File: config.mk
export PLATFORM = sky130hd
export DESIGN_NAME = spi_cmd_framer
export DESIGN_NICKNAME = d
export VERILOG_FILES = /design/src/rtl/spi_cmd_framer_pkg.sv /design/src/rtl/spi_cmd_layout.sv /design/src/rtl/spi_crc7_acc.sv /design/src/rtl/spi_cmd_framer.sv
export SDC_FILE = /design/constraint.sdc
export NUM_CORES = 1
export LEC_CHECK = 0
export BUFFER_PORTS_ARGS = -buffer_cell sky130_fd_sc_hd__buf_2
export CAP_MARGIN = 40
export CORE_MARGIN = 1.5
export CORE_UTILIZATION = 55
export CTS_CLUSTER_SIZE = 8
export DETAILED_ROUTE_END_ITERATION = 6
export PLACE_DENSITY_LB_ADDON = 0.2
export REMOVE_ABC_BUFFERS = 1
export SYNTH_ARGS = -nofsm -noshare
export SYNTH_HDL_FRONTEND = slang
export SYNTH_SLANG_ARGS = --single-unit
File: constraint.sdc
create_clock -name clk -period 6 [get_ports clk]
set_input_delay 0.3 -clock clk [delete_from_list [all_inputs] [get_ports clk]]
set_output_delay 0.3 -clock clk [all_outputs]
set_load 0.005 [all_outputs]
File: src/rtl/spi_cmd_framer_pkg.sv
package spi_cmd_framer_pkg;

    parameter int BYTE_W = 8;
    parameter int ADDR_W = 24;
    parameter int DATA_W = 32;
    parameter int SIZE_W = 24;
    parameter int CRC_W  = 7;

    // Longest field section: opcode + full address + full data word
    localparam int MAX_BODY  = 1 + ADDR_W / BYTE_W + DATA_W / BYTE_W;
    localparam int FRAME_MAX = MAX_BODY + 1;
    localparam int LEN_W     = $clog2(FRAME_MAX + 1);
    localparam int BODY_IW   = $clog2(MAX_BODY);

    typedef logic [BYTE_W-1:0] byte_t;
    typedef logic [CRC_W-1:0]  crc_t;

    typedef enum byte_t {
        OP_BLK_WR     = 8'hC1,
        OP_BLK_RD     = 8'hC2,
        OP_REG_WR     = 8'hC3,
        OP_REG_RD     = 8'hC4,
        OP_STOP       = 8'hC5,
        OP_AGAIN      = 8'hC6,
        OP_BLK_WR_EXT = 8'hC7,
        OP_BLK_RD_EXT = 8'hC8,
        OP_WORD_WR    = 8'hC9,
        OP_WORD_RD    = 8'hCA,
        OP_RESTART    = 8'hCF
    } opcode_e;

    typedef struct packed {
        logic                      known;
        logic [LEN_W-1:0]          len;
        byte_t [MAX_BODY-1:0]      body;
    } frame_t;

    localparam crc_t CRC_SEED = 7'h7F;
    localparam crc_t CRC_POLY = 7'h09;

    // One byte of CRC-7: fold the running value into the byte, then divide
    function automatic crc_t crc7_step(input crc_t crc, input byte_t din);
        byte_t v;
        crc_t  r;
        logic  fb;
        v = {crc, 1'b0} ^ din;
        r = '0;
        for (int i = BYTE_W - 1; i >= 0; i--) begin
            fb = r[CRC_W-1] ^ v[i];
            r  = {r[CRC_W-2:0], 1'b0};
            if (fb) r = r ^ CRC_POLY;
        end
        return r;
    endfunction

endpackage

File: src/rtl/spi_cmd_layout.sv
module spi_cmd_layout
    import spi_cmd_framer_pkg::*;
(
    input  byte_t               opcode,
    input  logic [ADDR_W-1:0]   addr,
    input  logic [DATA_W-1:0]   wdata,
    input  logic [SIZE_W-1:0]   xfer_size,
    input  logic                clockless,
    output frame_t              frm
);

    byte_t reg_hi;

    always_comb begin
        reg_hi = addr[15:8] | {clockless, 7'b0};
        frm         = '0;
        frm.known   = 1'b1;
        frm.body[0] = opcode;
        case (opcode)
            OP_BLK_WR, OP_BLK_RD: begin
                frm.len     = LEN_W'(6);
                frm.body[1] = addr[23:16];
                frm.body[2] = addr[15:8];
                frm.body[3] = addr[7:0];
                frm.body[4] = xfer_size[15:8];
                frm.body[5] = xfer_size[7:0];
            end
            OP_BLK_WR_EXT, OP_BLK_RD_EXT: begin
                frm.len     = LEN_W'(7);
                frm.body[1] = addr[23:16];
                frm.body[2] = addr[15:8];
                frm.body[3] = addr[7:0];
                frm.body[4] = xfer_size[23:16];
                frm.body[5] = xfer_size[15:8];
                frm.body[6] = xfer_size[7:0];
            end
            OP_REG_WR: begin
                frm.len     = LEN_W'(7);
                frm.body[1] = reg_hi;
                frm.body[2] = addr[7:0];
                frm.body[3] = wdata[31:24];
                frm.body[4] = wdata[23:16];
                frm.body[5] = wdata[15:8];
                frm.body[6] = wdata[7:0];
            end
            OP_REG_RD: begin
                frm.len     = LEN_W'(4);
                frm.body[1] = reg_hi;
                frm.body[2] = addr[7:0];
            end
            OP_WORD_WR: begin
                frm.len     = LEN_W'(8);
                frm.body[1] = addr[23:16];
                frm.body[2] = addr[15:8];
                frm.body[3] = addr[7:0];
                frm.body[4] = wdata[31:24];
                frm.body[5] = wdata[23:16];
                frm.body[6] = wdata[15:8];
                frm.body[7] = wdata[7:0];
            end
            OP_WORD_RD: begin
                frm.len     = LEN_W'(4);
                frm.body[1] = addr[23:16];
                frm.body[2] = addr[15:8];
                frm.body[3] = addr[7:0];
            end
            OP_STOP, OP_AGAIN, OP_RESTART: begin
                frm.len     = LEN_W'(4);
            end
            default: begin
                frm.known   = 1'b0;
            end
        endcase
    end

endmodule

File: src/rtl/spi_crc7_acc.sv
module spi_crc7_acc
    import spi_cmd_framer_pkg::*;
(
    input  logic  clk,
    input  logic  rst,
    input  logic  clear,
    input  logic  en,
    input  byte_t din,
    output crc_t  crc
);

    always_ff @(posedge clk) begin
        if (rst || clear) begin
            crc <= CRC_SEED;
        end else if (en) begin
            crc <= crc7_step(crc, din);
        end
    end

endmodule

File: src/rtl/spi_cmd_framer.sv
module spi_cmd_framer
    import spi_cmd_framer_pkg::*;
(
    input  logic               clk,
    input  logic               rst,
    input  logic               start,
    input  logic [7:0]         opcode,
    input  logic [23:0]        addr,
    input  logic [31:0]        wdata,
    input  logic [23:0]        xfer_size,
    input  logic               clockless,
    input  logic               crc_en,
    output logic               busy,
    output logic               done,
    output logic [7:0]         tx_byte,
    output logic               tx_valid,
    input  logic               tx_ready
);

    frame_t            frm_d;
    frame_t            frm_q;
    logic              crc_on_q;
    logic [LEN_W-1:0]  idx_q;
    logic [LEN_W-1:0]  total;
    logic              busy_q;
    logic              done_q;
    logic              accept;
    logic              hs;
    logic              in_body;
    logic              last;
    byte_t             body_byte;
    crc_t              crc_val;

    spi_cmd_layout u_layout (
        .opcode    (opcode),
        .addr      (addr),
        .wdata     (wdata),
        .xfer_size (xfer_size),
        .clockless (clockless),
        .frm       (frm_d)
    );

    assign accept    = start && !busy_q && frm_d.known;
    assign hs        = busy_q && tx_ready;
    assign total     = frm_q.len + LEN_W'(crc_on_q);
    assign in_body   = idx_q < frm_q.len;
    assign last      = idx_q == total - LEN_W'(1);
    assign body_byte = frm_q.body[idx_q[BODY_IW-1:0]];

    spi_crc7_acc u_crc (
        .clk   (clk),
        .rst   (rst),
        .clear (accept),
        .en    (hs && in_body),
        .din   (body_byte),
        .crc   (crc_val)
    );

    always_ff @(posedge clk) begin
        if (rst) begin
            frm_q    <= '0;
            crc_on_q <= 1'b0;
            idx_q    <= '0;
            busy_q   <= 1'b0;
            done_q   <= 1'b0;
        end else begin
            done_q <= 1'b0;
            if (accept) begin
                frm_q    <= frm_d;
                crc_on_q <= crc_en;
                idx_q    <= '0;
                busy_q   <= 1'b1;
            end else if (hs) begin
                if (last) begin
                    busy_q <= 1'b0;
                    done_q <= 1'b1;
                end else begin
                    idx_q <= idx_q + LEN_W'(1);
                end
            end
        end
    end

    assign tx_byte  = in_body ? body_byte : {crc_val, 1'b0};
    assign tx_valid = busy_q;
    assign busy     = busy_q;
    assign done     = done_q;

endmodule

==> results.sh, run 1 <==
export IMPL_fin_skew_ps=11.70
export IMPL_dpl_cell_count=787
export IMPL_clk_pin_slew_ps=90
export IMPL_wl_mm=14.17
export IMPL_synth_top_cell_area_share=0.3121
export IMPL_yosys_top_cells_area="dfxtp_1, a22o_1, mux2_2"
export IMPL_synthFlopType="dfxtp_1"
export IMPL_r2r_end="u_crc.crc[6]"
export IMPL_holdCritPathClass="in -> reg"
export IMPL_netlist_area_sq_um=5260
export IMPL_fillerInstances=825
export IMPL_startpoint_type="flip-flop"
export IMPL_cts_setup_buffers=0
export IMPL_antenna_found_initial=0
export IMPL_routedWlPerCell_um=17.65
export IMPL_cts_resized=0
export IMPL_combPwrFrac=0.139
export IMPL_ys_ff_latch=82
export IMPL_grt_pass1_vias=4561
export IMPL_place_area_sq_um=5762
export IMPL_p_sw_uw=308.0
export IMPL_swShare=0.2859
export IMPL_cts_max_level=3
export IMPL_stdcell_area_sq_um=5946
export IMPL_worstPathCellList="ha_1 -> a21o_1 -> a21o_1 -> a21oi_2 -> mux2_2 -> buf_2"
export IMPL_cts_num_sinks=82
export IMPL_ys_seq_area_frac=0.3121
export IMPL_syn_avg_cell_area_sq_um=8.781
export IMPL_seqPwrFrac=0.508
export IMPL_grt_usage=0.2902
export IMPL_grt_pass1_wl_mm=23.00
export IMPL_clock_fmax_mhz=317.2
export IMPL_rsz0062_at_grt="false"
export IMPL_crit_required_ps=5700
export IMPL_crit_buf_inv=1
export IMPL_period_share=0.5254
export IMPL_diodes=0
export IMPL_busiest_layer="met2"
export IMPL_route_detailed_drc=0
export IMPL_grt_start_max_net_pins=48
export IMPL_die_width_um=100.8
export IMPL_die_h_um=100.8
export IMPL_slowest_stage="dfxtp_1"
export IMPL_layout_min_cycle_time_ps=3152
export IMPL_path_max_fanout=14
export IMPL_crit_cells=6
export IMPL_num_io_pins=105
export IMPL_layout_commonest_cell="buf_2"
export IMPL_met2_usage=0.4730
export IMPL_cts_tree="built"
export IMPL_pwr_share_clk=0.352
export IMPL_gp_congestion=0.9071
export IMPL_synth_cell_types=56
export IMPL_crit_path_end="tx_byte[4]"
export IMPL_grt_use_met3=0.04993
export IMPL_start_util=0.5693
export IMPL_synthArstFlopShare=0
export IMPL_cts_buffer_depth=2
export IMPL_yosys_warnings=0
export IMPL_maxSlewViolCount=0
export IMPL_layout_common_cells="buf_2, dfxtp_1, nand2_1"
export IMPL_critPathKind="reg -> out"
export IMPL_fin_nets=769
export IMPL_regToRegSetupSlack_ps=3360
export IMPL_placeableCoreArea_sq_um=9240
export IMPL_hp_start="crc_en"
export IMPL_grt_ovfl_total=0
export IMPL_syn_inst=599
export IMPL_final_hold_violation_count=0
export IMPL_drtIter0Drc=523
export IMPL_netlist_top_cell_by_area="dfxtp_1"
export IMPL_p_leak_nw=2.276
export IMPL_crit_top_cell="a21o_1"
export IMPL_instances_no_fill=803
export IMPL_postRouteAntennaNets=0
export IMPL_vdd_drop_max_mv=0.09445
export IMPL_path_delay_family="compound AO/OA/AOI/OAI gates"
export IMPL_rows=35
export IMPL_syn_to_final_growth_pct=13.04
export IMPL_endpoint_kind="primary output"
export IMPL_max_cap_violations=0
export IMPL_p_per_area_nw_per_um2=181.2
export IMPL_relSlewSlack=0.3951
export IMPL_avgViaCountPerCell=6.164
export IMPL_clk_latency_ps=370
export IMPL_power_internal_uw=769.4
export IMPL_cts_hold_buf=0
export IMPL_fp_dieArea_sq_um=10160
export IMPL_crit_arrival_ps=2850
export IMPL_firstDrtPassIters=5
export IMPL_portBuffers=104
export IMPL_cts_root_buf="clkbuf_8"
export IMPL_drive_above_1_share=0.2596
export IMPL_finalSetupTns_ps=0
export IMPL_cp_slowest_stage_delay_ps=760
export IMPL_grt_use_met1=0.3849
export IMPL_post_dp_hpwl_mm=10.21
export IMPL_r2r_cells=6
export IMPL_r2r_start="idx_q[1]"
export IMPL_numCtsBuffers=9
export IMPL_synth_edf_count=0
export IMPL_vias=4950
export IMPL_cp_startpoint="idx_q[1]"
export IMPL_worst_slew_pin_slew_ps=907.4
export IMPL_setup_viol=0
export IMPL_status="complete, no violations"
-- worst register-to-register path, cell delays in order, from the launching register on --
cell and delay (ps):
dfxtp_1 760, nand2b_1 330, o22ai_1 140, a221oi_1 620, xnor3_1 330, mux2i_1 200, mux2i_1 190
-- worst min path at each step --
stage               end  slack [ps]  depth (start not counted)
4_1_cts        crc_on_q         170                          3
2_1_floorplan      busy         370                          1
3_3_place_gp   frm_q[4]         440                          1
5_1_grt        crc_on_q         180                          3
3_5_place_dp   frm_q[4]         450                          1
6_report       crc_on_q         170                          3
-- synthesized netlist by cell type, drive strengths merged, types with 3 or more instances --
library cell   n
and3          11
nand3          3
mux2i         18
a22o          55
and2           7
nor2b          6
nor3          15
clkbuf        32
xnor3          4
nor2          44
a31oi          9
o21ai         15
mux4           4
xnor2         12
nand2b         5
a221oi        12
inv            8
a22oi         41
o22ai         21
o211ai         3
a21oi         40
nor3b          3
mux2          32
nand2         58
ha             6
xor2           7
a2111oi        4
buf           25
dfxtp         82
-- logic make-up (layout without fill, tap and decap cells) --
logic type,Yosys count,in the layout,share of synthesized area
compound gates,209,209,0.2928
xor+xnor,24,24,0.05614
fa+ha+maj,6,6,0.01427
buf+inv,65,140,0.05994
flops,82,82,0.3121
mux,54,54,0.1244
simple gates,159,159,0.1403
-- state kept, by name, indices dropped and copies added (netlist names) --
name       count
u_crc.crc      7
frm_q         68
done           1
idx_q          4
busy           1
crc_on_q       1
-- power by group through the flow --
stage / clock network, mW / registers [mW] / logic, mW
global route: 0.410 / 0.548 / 0.164
global placement: 0 / 0.560 / 0.142
detailed placement: 0 / 0.561 / 0.148
floorplan: 0 / 0.561 / 0.0709
CTS: 0.387 / 0.548 / 0.149
finish: 0.379 / 0.548 / 0.150
-- area by class of cell --
class / instances / area, sq um / area share
multi-input cells: 452 / 3309 / 0.5566
flip-flops and latches: 82 / 1642 / 0.2761
repair buffers: 116 / 619.3 / 0.1042
well taps: 129 / 161.4 / 0.02715
clock buffers: 9 / 123.9 / 0.02083
clock inverters: 7 / 60.06 / 0.01010
inverters: 8 / 30.03 / 0.005051
-- stage by stage --
step	hold WS [ps]	util	worst slack (ps)	power, mW
4_1_cts	165.2	0.6435	2834	1.083
2_1_floorplan	369.1	-	2764	0.6320
3_3_place_gp	436.8	0.6177	2606	0.7028
5_1_grt	175.8	0.6435	2732	1.123
3_5_place_dp	445.6	0.6236	2872	0.7090
6_report	171.6	0.6435	2848	1.077
-- routing by layer --
| layer | vias up | wire (um) |
|---|---|---|
| met4 | 0 | 383 |
| met2 | 197 | 6825 |
| met1 | 2347 | 6069 |
| li1 | 2383 | - |
| met5 | - | 0 |
| met3 | 23 | 891 |
Note: power is estimated with default switching activity, not from simulation.
==> inputs of run 2 (changes only) <==
==> constraint.sdc (replaced) <==
create_clock -name clk -period 3.3 [get_ports clk]
set_input_delay 0.165 -clock clk [delete_from_list [all_inputs] [get_ports clk]]
set_output_delay 0.165 -clock clk [all_outputs]
set_load 0.005 [all_outputs]
==> results.sh, run 2 (same netlist as run 1, synthesis figures left out) <==
export IMPL_p_per_area_nw_per_um2=338.9
export IMPL_antenna_found_initial=0
export IMPL_crit_arrival_ps=2780
export IMPL_firstDrtPassIters=6
export IMPL_route_detailed_drc=0
export IMPL_fin_skew_ps=8.759
export IMPL_cts_root_buf="clkbuf_8"
export IMPL_status="complete, no violations"
export IMPL_crit_required_ps=3130
export IMPL_worst_slew_pin_slew_ps=935.3
export IMPL_cts_setup_buffers=0
export IMPL_seqCellArea_sq_um=1642
export IMPL_vias=4942
export IMPL_fp_dieArea_sq_um=10160
export IMPL_cts_max_level=3
export IMPL_vdd_drop_max_mv=0.1814
export IMPL_maxSlewViolCount=0
export IMPL_clock_fmax_mhz=339.6
export IMPL_die_h_um=100.8
export IMPL_place_ws_ps=754.8
export IMPL_die_width_um=100.8
export IMPL_layout_min_cycle_time_ps=2945
export IMPL_holdCritPathClass="in -> reg"
export IMPL_portBuffers=104
export IMPL_final_hold_violation_count=0
export IMPL_cts_resized=0
export IMPL_grt_usage=0.2926
export IMPL_max_cap_violations=0
export IMPL_endpoint_kind="primary output"
export IMPL_p_leak_nw=2.308
export IMPL_period_share=0.8923
export IMPL_avgViaCountPerCell=6.116
export IMPL_gp_congestion=0.8987
export IMPL_startpoint_type="flip-flop"
export IMPL_post_dp_hpwl_mm=10.52
export IMPL_fin_ws_ps=355.4
export IMPL_start_util=0.5693
export IMPL_clk_pin_slew_ps=90
export IMPL_diodes=0
export IMPL_grt_ovfl_total=0
export IMPL_grt_start_max_net_pins=48
export IMPL_rows=35
export IMPL_rsz0062_at_grt="false"
export IMPL_wl_mm=14.32
export IMPL_layout_common_cells="buf_2, dfxtp_1, nand2_1"
export IMPL_relSlewSlack=0.3765
export IMPL_cts_hold_buf=0
export IMPL_reg_top3="frm_q x68, u_crc.crc x7, idx_q x4"
export IMPL_grt_pass1_vias=4773
export IMPL_grt_pass1_wl_mm=23.11
export IMPL_fin_nets=774
export IMPL_routedWlPerCell_um=17.73
export IMPL_multiInputGateArea_sq_um=3309
export IMPL_cts_num_sinks=82
export IMPL_largest_reg_flops=68
export IMPL_critPathKind="reg -> out"
export IMPL_syn_to_final_growth_pct=13.89
export IMPL_path_max_fanout=14
export IMPL_cts_tree="built"
export IMPL_clk_latency_ps=360
export IMPL_cts_buffer_depth=2
export IMPL_setup_viol=0
export IMPL_regMostFlops="frm_q"
export IMPL_postRouteAntennaNets=0
export IMPL_fillerInstances=827
export IMPL_p_total_mw=2.030
export IMPL_placeableCoreArea_sq_um=9240
export IMPL_numCtsBuffers=9
export IMPL_drive_above_1_share=0.2651
export IMPL_layout_commonest_cell="buf_2"
export IMPL_finalSetupTns_ps=0
export IMPL_num_io_pins=105
export IMPL_drtIter0Drc=501
==> run 2: final cells by class <==
class,instances,share of cell area
Clock buffer,9,0.02068
Clock inverter,7,0.01274
Inverter,8,0.005013
Multi-Input combinational cell,452,0.5524
Sequential cell,82,0.2740
Tap cell,129,0.02694
Timing Repair Buffer,121,0.1082
==> run 2: metrics by stage <==
step                      utilization  hold slack [ps]  cell area (sq um)  cells
after global placement         0.6267            413.0               5791    792
after global routing           0.6483            23.77               5991    808
after floorplan                     -            234.1               4975    542
after detailed placement       0.6267            415.5               5791    792
after CTS                      0.6483            20.60               5991    808
final                          0.6483            30.14               5991    808
==> run 2: critical path: stages (launching register included) <==
cell and delay [ps]:
dfxtp_1 720, ha_1 350, a21o_1 150, a21o_1 230, a21oi_2 430, mux2_2 400
buf_2 130
==> run 2: path summary, 6_finish.rpt <==
path / from / to / slack (ps) / cells after the start
setup / recovery: idx_q[1] / tx_byte[4] / 360 / 6
hold / removal: crc_en / crc_on_q / 30 / 3
setup reg to reg: idx_q[1] / u_crc.crc[6] / 680 / 6
hold reg to reg: frm_q[0] / frm_q[0] / 460 / 2
==> run 2: layer usage <==
| metal | wire [um] | track usage | vias to the layer above | part of all wire |
|---|---|---|---|---|
| li1 | - | - | 2392 | - |
| met1 | 6176 | 0.3680 | 2328 | 0.43 |
| met2 | 6846 | 0.4865 | 193 | 0.48 |
| met3 | 827 | 0.06727 | 29 | 0.058 |
| met4 | 472 | 0.1138 | 0 | 0.033 |
| met5 | 0 | 0 | - | 0 |
==> run 2: power breakdown <==
part	switching (mW)	internal (mW)	total [mW]
Clock	0.400	0.356	0.756
Combinational	0.155	0.123	0.278
Sequential	0.00308	0.993	0.997
Total	0.557	1.47	2.03
==> inputs of run 3 (changes only) <==
--- a/config.mk
+++ b/config.mk
@@ -5,6 +5,7 @@
 export SDC_FILE = /design/constraint.sdc
 export NUM_CORES = 1
 export LEC_CHECK = 0
+export ABC_AREA = 1
 export BUFFER_PORTS_ARGS = -buffer_cell sky130_fd_sc_hd__buf_2
 export CAP_MARGIN = 40
 export CORE_MARGIN = 1.5
==> results.sh, run 3 <==
export IMPL_status="complete, no violations"
export IMPL_cts_tree="built"
export IMPL_layout_commonest_cell="nand2_1"
export IMPL_rsz0062_at_grt="false"
export IMPL_yosys_top_cells_area="dfxtp_1, nand2_1, nand3_1"
export IMPL_clock_fmax_mhz=373.8
export IMPL_fin_nets=986
export IMPL_yosys_top_cells_count="nand2_1, nand3_1, inv_1, dfxtp_1, o21ai_0"
export IMPL_wl_mm=14.23
export IMPL_yosysMostFrequentCell="nand2_1"
export IMPL_routedWlPerCell_um=14.25
export IMPL_regMostFlops="frm_q"
export IMPL_combPwrFrac=0.095
export IMPL_cts_max_level=3
export IMPL_drive_above_1_share=0.1594
export IMPL_crit_arrival_ps=2510
export IMPL_max_cap_violations=0
export IMPL_fp_dieArea_sq_um=9695
export IMPL_pwr_share_clk=0.389
export IMPL_r2r_cells=9
export IMPL_portBuffers=104
export IMPL_p_sw_uw=508.3
export IMPL_clk_latency_ps=360
export IMPL_die_width_um=98.47
export IMPL_cp_slowest_stage_delay_ps=440
export IMPL_holdCritPathClass="in -> reg"
export IMPL_cts_root_buf="clkbuf_8"
export IMPL_utilization=0.6538
export IMPL_cts_buffer_depth=2
export IMPL_syn_to_final_growth_pct=14.30
export IMPL_hold_worst_slack_ps=30.21
export IMPL_reg_top3="frm_q x68, u_crc.crc x7, idx_q x4"
export IMPL_gp_congestion=0.9290
export IMPL_placeableCoreArea_sq_um=8763
export IMPL_grt_usage=0.3009
export IMPL_maxSlewViolCount=0
export IMPL_cts_resized=0
export IMPL_numCtsBuffers=9
export IMPL_layout_common_cells="nand2_1, nand3_1, buf_2"
export IMPL_vdd_drop_max_mv=0.2060
export IMPL_synth_cell_types=31
export IMPL_rows=34
export IMPL_relSlewSlack=0.4155
export IMPL_largest_reg_flops=68
export IMPL_fin_skew_ps=9.329
export IMPL_cts_setup_buffers=0
export IMPL_crit_required_ps=3130
export IMPL_critPathKind="reg -> out"
export IMPL_yosys_warnings=0
export IMPL_avgViaCountPerCell=5.588
export IMPL_postRouteAntennaNets=0
export IMPL_num_io_pins=105
export IMPL_synthFlopType="dfxtp_1"
export IMPL_grt_pass1_vias=5173
export IMPL_netlist_top_cell_by_area="dfxtp_1"
export IMPL_p_leak_nw=2.624
export IMPL_grt_start_max_net_pins=63
export IMPL_netlist_area_sq_um=5012
export IMPL_synth_edf_count=0
export IMPL_slowest_stage="dfxtp_1"
export IMPL_grt_pass1_wl_mm=23.82
export IMPL_setup_viol=0
export IMPL_ys_ff_latch=82
export IMPL_synth_top_cell_area_share=0.3275
export IMPL_firstDrtPassIters=5
export IMPL_min_delay_path_depth=3
export IMPL_worst_slew_pin_slew_ps=874.2
export IMPL_swShare=0.2641
export IMPL_antenna_found_initial=0
export IMPL_diodes=0
export IMPL_seqPwrFrac=0.516
export IMPL_syn_inst=803
export IMPL_syn_avg_cell_area_sq_um=6.242
export IMPL_place_ws_ps=1001
export IMPL_power_internal_mw=1.416
export IMPL_layout_min_cycle_time_ps=2675
export IMPL_die_h_um=98.47
export IMPL_endpoint_kind="primary output"
export IMPL_final_hold_violation_count=0
export IMPL_startpoint_type="flip-flop"
export IMPL_synthArstFlopShare=0
export IMPL_finalSetupTns_ps=0
export IMPL_p_per_area_nw_per_um2=335.9
export IMPL_vias=5582
export IMPL_cts_num_sinks=82
export IMPL_grt_ovfl_total=0
export IMPL_ys_seq_area_frac=0.3275
export IMPL_route_detailed_drc=0
export IMPL_clk_pin_slew_ps=90
export IMPL_post_dp_hpwl_mm=10.30
export IMPL_drtIter0Drc=336
export IMPL_fin_ws_ps=625.0
export IMPL_start_util=0.5720
export IMPL_worstPathCellList="buf_4 -> ha_1 -> o21ai_0 -> nand2_1 -> a31oi_1 -> inv_1 -> o21ai_0 -> buf_2"
export IMPL_crit_top_cell="o21ai_0"
export IMPL_period_share=0.8106
export IMPL_path_max_fanout=23
export IMPL_cts_hold_buf=0
run 3: worst max-delay path: cells and delay by family (launching register included):
kind	cells	cell delay (ps)
buffers and inverters	3	760
adder cells (fa/ha/maj)	1	290
AO/OA/AOI/OAI	3	600
AND/OR/NAND/NOR	1	70
flip-flops	1	440
run 3: power by group through the flow:
stage / Clock (mW) / Combinational, mW / Sequential [mW]
after floorplan: 0 / 0.0770 / 1.02
after global placement: 0 / 0.175 / 1.02
after detailed placement: 0 / 0.180 / 1.02
after CTS: 0.753 / 0.181 / 0.993
after global routing: 0.796 / 0.205 / 0.994
final: 0.748 / 0.183 / 0.993
run 3: path summary, 6_finish.rpt:
check	endpoint	slack (ps)	from
min reg2reg	frm_q[4]	440	frm_q[4]
min	crc_on_q	30	crc_en
max reg2reg	u_crc.crc[2]	1130	idx_q[1]
max	tx_byte[2]	620	idx_q[1]
run 3: through the flow:
step | instances | total power [mW] | cell area, sq um
2_1_floorplan | 764 | 1.094 | 4820
3_3_place_gp | 983 | 1.192 | 5528
3_5_place_dp | 983 | 1.197 | 5528
4_1_cts | 999 | 1.928 | 5729
5_1_grt | 999 | 1.995 | 5729
6_report | 999 | 1.925 | 5729
run 3: logic make-up (layout without fill, tap and decap cells):
group,Yosys count,count (layout),synth area share
and+or+nand+nor,441,441,0.3762
buffers and inverters,143,231,0.1163
AOI/OAI and AO/OA,125,125,0.1545
adders and majority gates,6,6,0.01498
DFF,82,82,0.3275
xor gates and xnor gates,6,6,0.01049
run 3: area by class of cell:
type / count / area (sq um)
clock inverters: 7 / 77.57
repair buffers: 111 / 573.1
well taps: 108 / 135.1
inverters: 104 / 390.4
fillers: 857 / 3034
flip-flops and latches: 82 / 1642
clock buffers: 9 / 123.9
multi-input cells: 578 / 2788
run 3: per-layer routing:
metal,global-route usage,up-vias,part of all wire,wire [um]
met3,0.05745,28,0.086,1221
met5,0,-,0,0
li1,-,2775,-,-
met2,0.5095,250,0.46,6570
met1,0.3922,2529,0.43,6151
met4,0.08559,0,0.020,289
